## src/rtl/spt_pkg.sv

```systemverilog
// Shared types, constants and the length-code decode for the strobe pulse timer.
// Assumes one 32-bit configuration word made of four 8-bit codes.
package spt_pkg;

    localparam int FIELD_W   = 8;
    localparam int NUM_FIELD = 4;
    localparam int CFG_W     = FIELD_W * NUM_FIELD;
    localparam int LOW_W     = 6;
    localparam int LONG_STEP = 256;
    localparam int LEN_W     = $clog2(LONG_STEP + (1 << LOW_W));

    // channel indices for the counter bank
    localparam int NUM_CH = 2;
    localparam int CH_CS  = 0;
    localparam int CH_DAT = 1;

    // packed so the first member lands in the top byte
    typedef struct packed {
        logic [FIELD_W-1:0] cs_rd_code;
        logic [FIELD_W-1:0] rd_code;
        logic [FIELD_W-1:0] cs_wr_code;
        logic [FIELD_W-1:0] wr_code;
    } spt_cfg_t;

    // Turn one length code into a cycle count with a one-cycle floor.
    function automatic logic [LEN_W-1:0] pulse_len(input logic [FIELD_W-1:0] code);
        logic [LEN_W-1:0] n;
        n = LEN_W'(code[LOW_W-1:0]) + (code[LOW_W] ? LEN_W'(LONG_STEP) : '0);
        return (n == '0) ? LEN_W'(1) : n;
    endfunction

endpackage

```

## src/rtl/spt_cfg_reg.sv

```systemverilog
// Holds the timing configuration word.
// Assumes a single write port. The stored value is read combinationally by the
// length selector and only matters at the moment an access is accepted.
module spt_cfg_reg
    import spt_pkg::*;
(
    input  logic             clk,
    input  logic             rst_n,
    input  logic             we,
    input  logic [CFG_W-1:0] wdata,
    output spt_cfg_t         cfg
);

    // store the word on a write, clear to all-zero codes on reset
    always_ff @(posedge clk) begin
        if (!rst_n) begin
            cfg <= '0;
        end else if (we) begin
            cfg <= spt_cfg_t'(wdata);
        end
    end

endmodule

```

## src/rtl/spt_len_select.sv

```systemverilog
// Chooses the chip-select and data-strobe lengths for the access being requested.
// Assumes page-mode only matters for reads. page_open says whether an earlier
// page-mode read of the same page has already been accepted.
module spt_len_select
    import spt_pkg::*;
(
    input  spt_cfg_t         cfg,
    input  logic             is_write,
    input  logic             is_page,
    input  logic             page_open,
    output logic [LEN_W-1:0] cs_len,
    output logic [LEN_W-1:0] dat_len
);

    logic [LEN_W-1:0] page_len;

    // a page-mode read uses one length for both strobes
    assign page_len = page_open ? pulse_len(cfg.rd_code) : pulse_len(cfg.cs_rd_code);

    // pick per access type
    always_comb begin
        if (is_write) begin
            cs_len  = pulse_len(cfg.cs_wr_code);
            dat_len = pulse_len(cfg.wr_code);
        end else if (is_page) begin
            cs_len  = page_len;
            dat_len = page_len;
        end else begin
            cs_len  = pulse_len(cfg.cs_rd_code);
            dat_len = pulse_len(cfg.rd_code);
        end
    end

endmodule

```

## src/rtl/spt_pulse_counter.sv

```systemverilog
// Down-counter for one strobe channel.
// Assumes load only arrives while the counter is idle (count zero). active is
// high while the pulse runs; last is high in its final cycle.
module spt_pulse_counter #(
    parameter int W = 9
) (
    input  logic         clk,
    input  logic         rst_n,
    input  logic         load,
    input  logic [W-1:0] len,
    output logic         active,
    output logic         last
);

    logic [W-1:0] cnt_q;

    // load the length, then count down to zero
    always_ff @(posedge clk) begin
        if (!rst_n) begin
            cnt_q <= '0;
        end else if (load) begin
            cnt_q <= len;
        end else if (cnt_q != '0) begin
            cnt_q <= cnt_q - W'(1);
        end
    end

    assign active = (cnt_q != '0);
    assign last   = (cnt_q == W'(1));

endmodule

```

## src/rtl/strobe_pulse_timer.sv

```systemverilog
// Top of the strobe pulse timer.
// Accepts a request only when no strobe is low. Drives registered active-low
// chip select, read and write strobes for the decoded lengths, and a one-cycle
// done once both channels have finished. Tracks page-mode read sessions.
module strobe_pulse_timer
    import spt_pkg::*;
(
    input  logic             clk,
    input  logic             rst_n,
    input  logic             cfg_we,
    input  logic [CFG_W-1:0] cfg_wdata,
    input  logic             req_valid,
    input  logic             req_write,
    input  logic             req_page,
    output logic             cs_n,
    output logic             rd_n,
    output logic             wr_n,
    output logic             done
);

    spt_cfg_t         cfg;
    logic [LEN_W-1:0] cs_len;
    logic [LEN_W-1:0] dat_len;
    logic [LEN_W-1:0] ch_len [NUM_CH];
    logic [NUM_CH-1:0] ch_active;
    logic [NUM_CH-1:0] ch_last;
    logic             busy;
    logic             accept;
    logic             finishing;
    logic             page_open_q;
    logic             cs_q, rd_q, wr_q, done_q;

    spt_cfg_reg u_cfg (
        .clk   (clk),
        .rst_n (rst_n),
        .we    (cfg_we),
        .wdata (cfg_wdata),
        .cfg   (cfg)
    );

    spt_len_select u_sel (
        .cfg       (cfg),
        .is_write  (req_write),
        .is_page   (req_page),
        .page_open (page_open_q),
        .cs_len    (cs_len),
        .dat_len   (dat_len)
    );

    assign ch_len[CH_CS]  = cs_len;
    assign ch_len[CH_DAT] = dat_len;

    // one counter per strobe channel
    for (genvar i = 0; i < NUM_CH; i++) begin : g_ch
        spt_pulse_counter #(.W(LEN_W)) u_cnt (
            .clk    (clk),
            .rst_n  (rst_n),
            .load   (accept),
            .len    (ch_len[i]),
            .active (ch_active[i]),
            .last   (ch_last[i])
        );
    end

    assign busy      = |ch_active;
    assign accept    = req_valid && !busy;
    assign finishing = busy && (&(~ch_active | ch_last));

    // chip select: low from acceptance until its counter expires
    always_ff @(posedge clk) begin
        if (!rst_n) begin
            cs_q <= 1'b1;
        end else if (accept) begin
            cs_q <= 1'b0;
        end else if (ch_last[CH_CS]) begin
            cs_q <= 1'b1;
        end
    end

    // data strobes: the one matching the access type goes low
    always_ff @(posedge clk) begin
        if (!rst_n) begin
            rd_q <= 1'b1;
            wr_q <= 1'b1;
        end else if (accept) begin
            rd_q <= req_write;
            wr_q <= !req_write;
        end else if (ch_last[CH_DAT]) begin
            rd_q <= 1'b1;
            wr_q <= 1'b1;
        end
    end

    // done in the cycle after both channels end
    always_ff @(posedge clk) begin
        if (!rst_n) begin
            done_q <= 1'b0;
        end else begin
            done_q <= finishing;
        end
    end

    // page session stays open only across accepted page-mode reads
    always_ff @(posedge clk) begin
        if (!rst_n) begin
            page_open_q <= 1'b0;
        end else if (accept) begin
            page_open_q <= req_page && !req_write;
        end
    end

    assign cs_n = cs_q;
    assign rd_n = rd_q;
    assign wr_n = wr_q;
    assign done = done_q;

endmodule

```

## config.mk

```make
export PLATFORM = sky130hd
export DESIGN_NAME = strobe_pulse_timer
export DESIGN_NICKNAME = d
export VERILOG_FILES = /design/src/rtl/spt_pkg.sv /design/src/rtl/spt_cfg_reg.sv /design/src/rtl/spt_len_select.sv /design/src/rtl/spt_pulse_counter.sv /design/src/rtl/strobe_pulse_timer.sv
export SDC_FILE = /design/constraint.sdc
export NUM_CORES = 1
export LEC_CHECK = 0
export CORE_MARGIN = 8
export CORE_UTILIZATION = 33
export DETAILED_ROUTE_END_ITERATION = 6
export PLACE_DENSITY = 0.58
export SYNTH_ARGS = -nofsm -noshare
export SYNTH_HDL_FRONTEND = slang
export SYNTH_SLANG_ARGS = --single-unit
```

## constraint.sdc

```tcl
create_clock -name clk -period 1.67 [get_ports clk]
set_input_delay 0.501 -clock clk [delete_from_list [all_inputs] [get_ports clk]]
set_output_delay 0.501 -clock clk [all_outputs]
set_load 0.1 [all_outputs]
```

-- Yosys cells after proc, flatten, opt, wreduce, memory -nomap -nowiden
Index checks and enable logic that the tools add are counted.
Widths: inputs -> output; s select.
- add/sub/neg operators: 6
- equality and inequality tests: 2
- multiplexer cells: 22
- bitwise operators: 2
- reduce and logical (&&, ||, !) cells: 17
- operator list (operator ; count):
    $mux 9 ; 17
    $add 6x9->9 ; 4
    $logic_not 9->1 ; 4
    $eq 9x1->1 const B ; 2
    $reduce_bool 9->1 ; 2
    $sub 9x1->9 const B ; 2
    $reduce_bool 2->1 ; 4
    $mux 1 ; 5
    $logic_and 1x1->1 ; 3
    $logic_not 1->1 ; 2
    $not 2->2 ; 1
    $or 2x2->2 ; 1
    $reduce_and 2->1 ; 1
    $reduce_or 2->1 ; 1
- register bits after elaboration: 51
- word-level logic and storage cells: 60

-- Depth between registers and ports, before layout
- depth in word-level cells: 8
- gate-level depth with buffers: 9

-- By module
Synthesis repeated with hierarchy kept, for this count alone.
- cells, all modules: 317
- area total of the unflattened synthesis: 2936.6 sq um
- by module, submodules not included (module ; times used ; cells an instance ; area an instance (sq um) ; seq. area each (sq um)):
    spt_cfg_reg ; 1 ; 103 ; 1243.7 ; 640.6
    spt_pulse_counter ; 2 ; 64 ; 529.3 ; 180.2
    spt_len_select ; 1 ; 66 ; 414.1 ; 0.0
    strobe_pulse_timer ; 1 ; 20 ; 220.2 ; 100.1

-- Worst setup path before layout
Ideal clock, no wire load.
- path type: reg-to-reg
- from: register g_ch[1].u_cnt.cnt_q[0]
- to: register g_ch[1].u_cnt.cnt_q[7]
- setup time: 0.115 ns
- data arrival time: 1.528 ns
- setup slack: 0.027 ns
- stages on the path, launching flop included: 9
- path through: dfxtp_1 > inv_1 > ha_1 > nor2b_1 > and3_1 > buf_6 > nor4_1 > xnor2_1 > nor2_1
- cells in the longest elaborated chain, start to end: 5
- RTL lines (item ; line ; text):
    start, declared ; spt_pulse_counter.sv:15 ; logic [W-1:0] cnt_q;
    start signal, assigned ; spt_pulse_counter.sv:22 ; cnt_q <= len;
    start signal, assigned ; spt_pulse_counter.sv:24 ; cnt_q <= cnt_q - W'(1);
    branches (longest 5 deep; another with $sub 9x1->9) ; -- ;
Parallel ways; which one is timed is not known. The select of a mux whose other input is x is not followed.
A chain may end at the register's enable or synchronous reset.

-- Worst setup path after layout
- from: register, netlist name u_cfg.cfg[9]
- to: register g_ch[0].u_cnt.cnt_q[0]
- cells in the longest elaborated chain, start to end: 5
- RTL lines (item ; line ; text):
    $add 6x9->9 ; spt_pkg.sv:28 ; n = LEN_W'(code[LOW_W-1:0]) + (code[LOW_W] ? LEN_W'(LONG_STEP) : '0);
    $logic_not 9->1 ; spt_pkg.sv:29 ; return (n == '0) ? LEN_W'(1) : n;
    $mux 9 ; spt_pkg.sv:29 ;
    $mux 9 ; spt_len_select.sv:22 ; if (is_write) begin
    $mux 9 ; spt_pulse_counter.sv:21 ; end else if (load) begin
    end signal, assigned ; spt_pulse_counter.sv:22 ;
    end signal, assigned ; spt_pulse_counter.sv:24 ;
    end, declared ; spt_pulse_counter.sv:15 ;
Every way passes these cells.

==> metrics.md <==
| Metric | Value |
|---|---|
| CTS tree | done |
| FF/Latch Area | 1030 µm² |
| CTS H-tree lvls | 2 |
| Clock input transition at the sequential cells of the worst setup and hold paths | 0.09 ns |
| Status | finished, final reports clean |
| Hold_buf cts | 0 |
| Root Driver | clkbuf_8 |
| Final #Nets | 411 |
| Worst rel slew slack | 77.4% |
| Setup slack after layout | 0.0248 ns |
| Critical path endpoint category | flop |
| Count of unique library cells instantiated by Yosys | 47 |
| Die extent in y | 105 µm |
| Post-Syn Nets | 336 |
| Die X | 105 µm |
| Sequential-to-total area share from yosys stat | 38.8% |
| Clock Sink Count | 51 |
| Number of port buffers | 37 |
| P_sw | 1.85 mW |
| WP data required | 1.92 ns |
| Fin crit share | 98.5% |
| Combinational family with the most area after synthesis | simple AND/OR/NAND/NOR gates |
| DP HPWL | 5.07 mm |
| Post-placement setup slack | -0.417 ns |
| Vias per cell | 4.81 |
| Comb power frac | 48.3% |
| Most common flop cell mapped by yosys | dfxtp_1 |
| Data arrival, critical path | 1.90 ns |
| Post-synthesis adder-cell area fraction | 2.85% |
| Synthesis Warnings | 0 |
| Total negative slack | 0 ns |
| #FFs+latches synth | 51 |
| Mapped Cells | 292 |
| Clk Latency, worst-skew pair | 0.31 ns |
| I/O Pins | 42 |
| Tot GR Track Use | 12.2% |
| Final hold vios | 0 |
| CP Class | flop to flop |
| Total of max-cap violations | 0 |
| Final setup viols | 0 |
| XOR/XNOR Fraction of Synth Area | 3.66% |
| First-pass DRT Iterations | 4 |
| HP Class | flop to flop |
| TritonCTS buffer count | 5 |
| Number of diodes | 0 |
| Synthesis-to-finish area growth | 39.2% |
| Pwr Density | 1430 nW/µm² |
| Final Max Slew Viols | 0 |
| Clock buffer depth | 2 |
| Asr flop ratio synth | 0% |
| Sw frac | 35.4% |
| Largest net degree at the start of global routing | 29 |
| DRC violation count after routing | 0 |
| First-pass GRT wire length | 11.3 mm |
| Max Freq | 608 MHz |
| Post-synthesis mux area share | 16.0% |
| Netlist Area Pre-Place | 2630 µm² |
| LEAKAGE | 1.60 nW |
| Clock network fraction of design power | 19.3% |
| Multi-input logic area | 1560 µm² |
| Worst VDD drop | 0.000499 V |
| Routed len/inst | 14.1 µm |
| Worst Hold Path Cells | 2 |
| Core Footprint | 7730 µm² |
| Layout cells sized above 1 | 25.3% |
| Complex-gate fraction of the synthesized area | 11.9% |
| Starting DRT DRC Count | 84 |
| WHS | 0.513 ns |
| Die Footprint | 11,100 µm² |
| Initial antenna violation count | 0 |
| Simple-Gate Fraction of Synth Area | 22.0% |
| Initial Util | 34.1% |
| ANT nets after route | 0 |
| CP Launch Type | flop |
| Fill count | 740 |
| Grt ovf | 0 |
| GP Congestion | 0.839 |
| Reg2reg path depth | 6 |
| Post-synth EDFFs | 0 |
| Largest fanout on the critical path | 2 |
| Internal | 3.37 mW |
| Vias | 2,263 |
| Clk_skew | 0.00560 ns |
| Vias in the first global route | 2,340 |
| Tightest Pin Transition | 0.336 ns |
| Tmin final | 1.65 ns |
| Mean post-synth cell area | 9.01 µm² |
| Sequential Power Share | 32.4% |
| Num rows | 32 |
| Unrepaired setup endpoints after global routing | yes |
| Total Wirelength | 6.63 mm |
area by class of cell:
class | count | share of cell area (%)
clock buffer | 6 | 1.98
clock inverter | 2 | 1.64
inverter | 7 | 0.717
multi-input combinational | 218 | 42.5
sequential | 51 | 28.0
tap | 102 | 3.48
timing repair buffer | 84 | 21.7
state kept, by name, indices dropped and copies added, names as in the netlist:
| register | flops |
|---|---|
| cs_n | 1 |
| done | 1 |
| g_ch.u_cnt.cnt_q | 18 |
| page_open_q | 1 |
| rd_n | 1 |
| u_cfg.cfg | 28 |
| wr_n | 1 |
power by group through the flow:
stage	clock [mW]	combinational, mW	sequential [mW]
floorplan	0	1.61	1.73
global placement	0	2.33	1.69
detailed placement	0	2.36	1.70
CTS	1.04	2.41	1.68
global route	1.08	2.81	1.73
finish	1.01	2.52	1.70
final timing paths:
| check | startpoint | slack, ns | to |
|---|---|---|---|
| setup reg to reg | u_cfg.cfg[9] | 0.02 | g_ch[0].u_cnt.cnt_q[0] |
| hold reg to reg | page_open_q | 0.51 | page_open_q |
| setup / recovery | u_cfg.cfg[9] | 0.02 | g_ch[0].u_cnt.cnt_q[0] |
| hold / removal | page_open_q | 0.51 | page_open_q |
cells by family (layout without fill, tap and decap cells):
kind of cell,after synthesis,count (layout)
AOI/OAI and AO/OA,46,46
xor gates and xnor gates,11,11
adders and majority gates,6,6
buffers and inverters,23,99
DFF,51,51
muxes,42,42
and+or+nand+nor,113,113
per-stage QoR:
step           utilization (%)  power (mW)  std cells  instance area [µm²]
2_1_floorplan                -        3.34        292                 2630
6_report                  47.4        5.23        470                 3660
3_5_place_dp              44.5        4.06        461                 3440
3_3_place_gp              44.5        4.02        461                 3440
5_1_grt                   47.4        5.62        470                 3660
4_1_cts                   46.6        5.13        469                 3600
worst max-delay path: stages, from the launching register on:
cell	delay (ns)
dfxtp_2	0.33
or4_4	0.52
nor3_2	0.12
nor3_1	0.07
buf_4	0.14
a2111oi_4	0.27
o21a_1	0.15
metal layers:
metal | vias up | GRT usage, % | part of all wire [%] | wire [µm]
met2 | 43 | 20.1 | 47 | 3100
met1 | 1045 | 15.5 | 48 | 3170
met4 | 0 | 3.16 | 1.3 | 88
met5 | - | 0 | 0 | 0
met3 | 7 | 2.86 | 4.2 | 278
li1 | 1168 | - | - | -
timing repair:
item	in CTS	in global routing
setup endpoints to repair	13	20
hold endpoints to repair	0	0
setup buffers	0	1
pin swaps	1	6
resized for setup	9	19
layout by cell type, fill, tap and decap left out, types with 3 or more instances in the layout:
master            n
a21oi_1           7
a21oi_2           3
a22oi_1           3
buf_12            6
buf_4            43
clkbuf_8          5
clkdlybuf4s50_1  32
dfxtp_1          46
dfxtp_2           5
ha_1              4
inv_1             6
mux2i_1          41
nand2_1          21
nand2_2           4
nand3_1           5
nor2_1           48
nor3_1            5
nor3_2            3
nor4_4            3
o21ai_0          16
o21ai_1           5
o31ai_1           3
xnor2_1           8
xor2_1            3
cell usage after synthesis (4+ instances only):
| cell | count | share of area (%) |
|---|---|---|
| dfxtp_1 | 51 | 39 |
| nor2_1 | 48 | 6.8 |
| mux2i_1 | 41 | 16 |
| nand2_1 | 22 | 3.1 |
| o21ai_0 | 19 | 3.6 |
| clkbuf_1 | 8 | 1.1 |
| nor3_1 | 8 | 1.5 |
| xnor2_1 | 8 | 2.7 |
| a21oi_1 | 7 | 1.3 |
| inv_1 | 7 | 1.0 |
| ha_1 | 6 | 2.9 |
| nand3_1 | 5 | 0.95 |
| nor4_1 | 4 | 0.95 |
No activity file was read; power rests on OpenSTA's default activity.
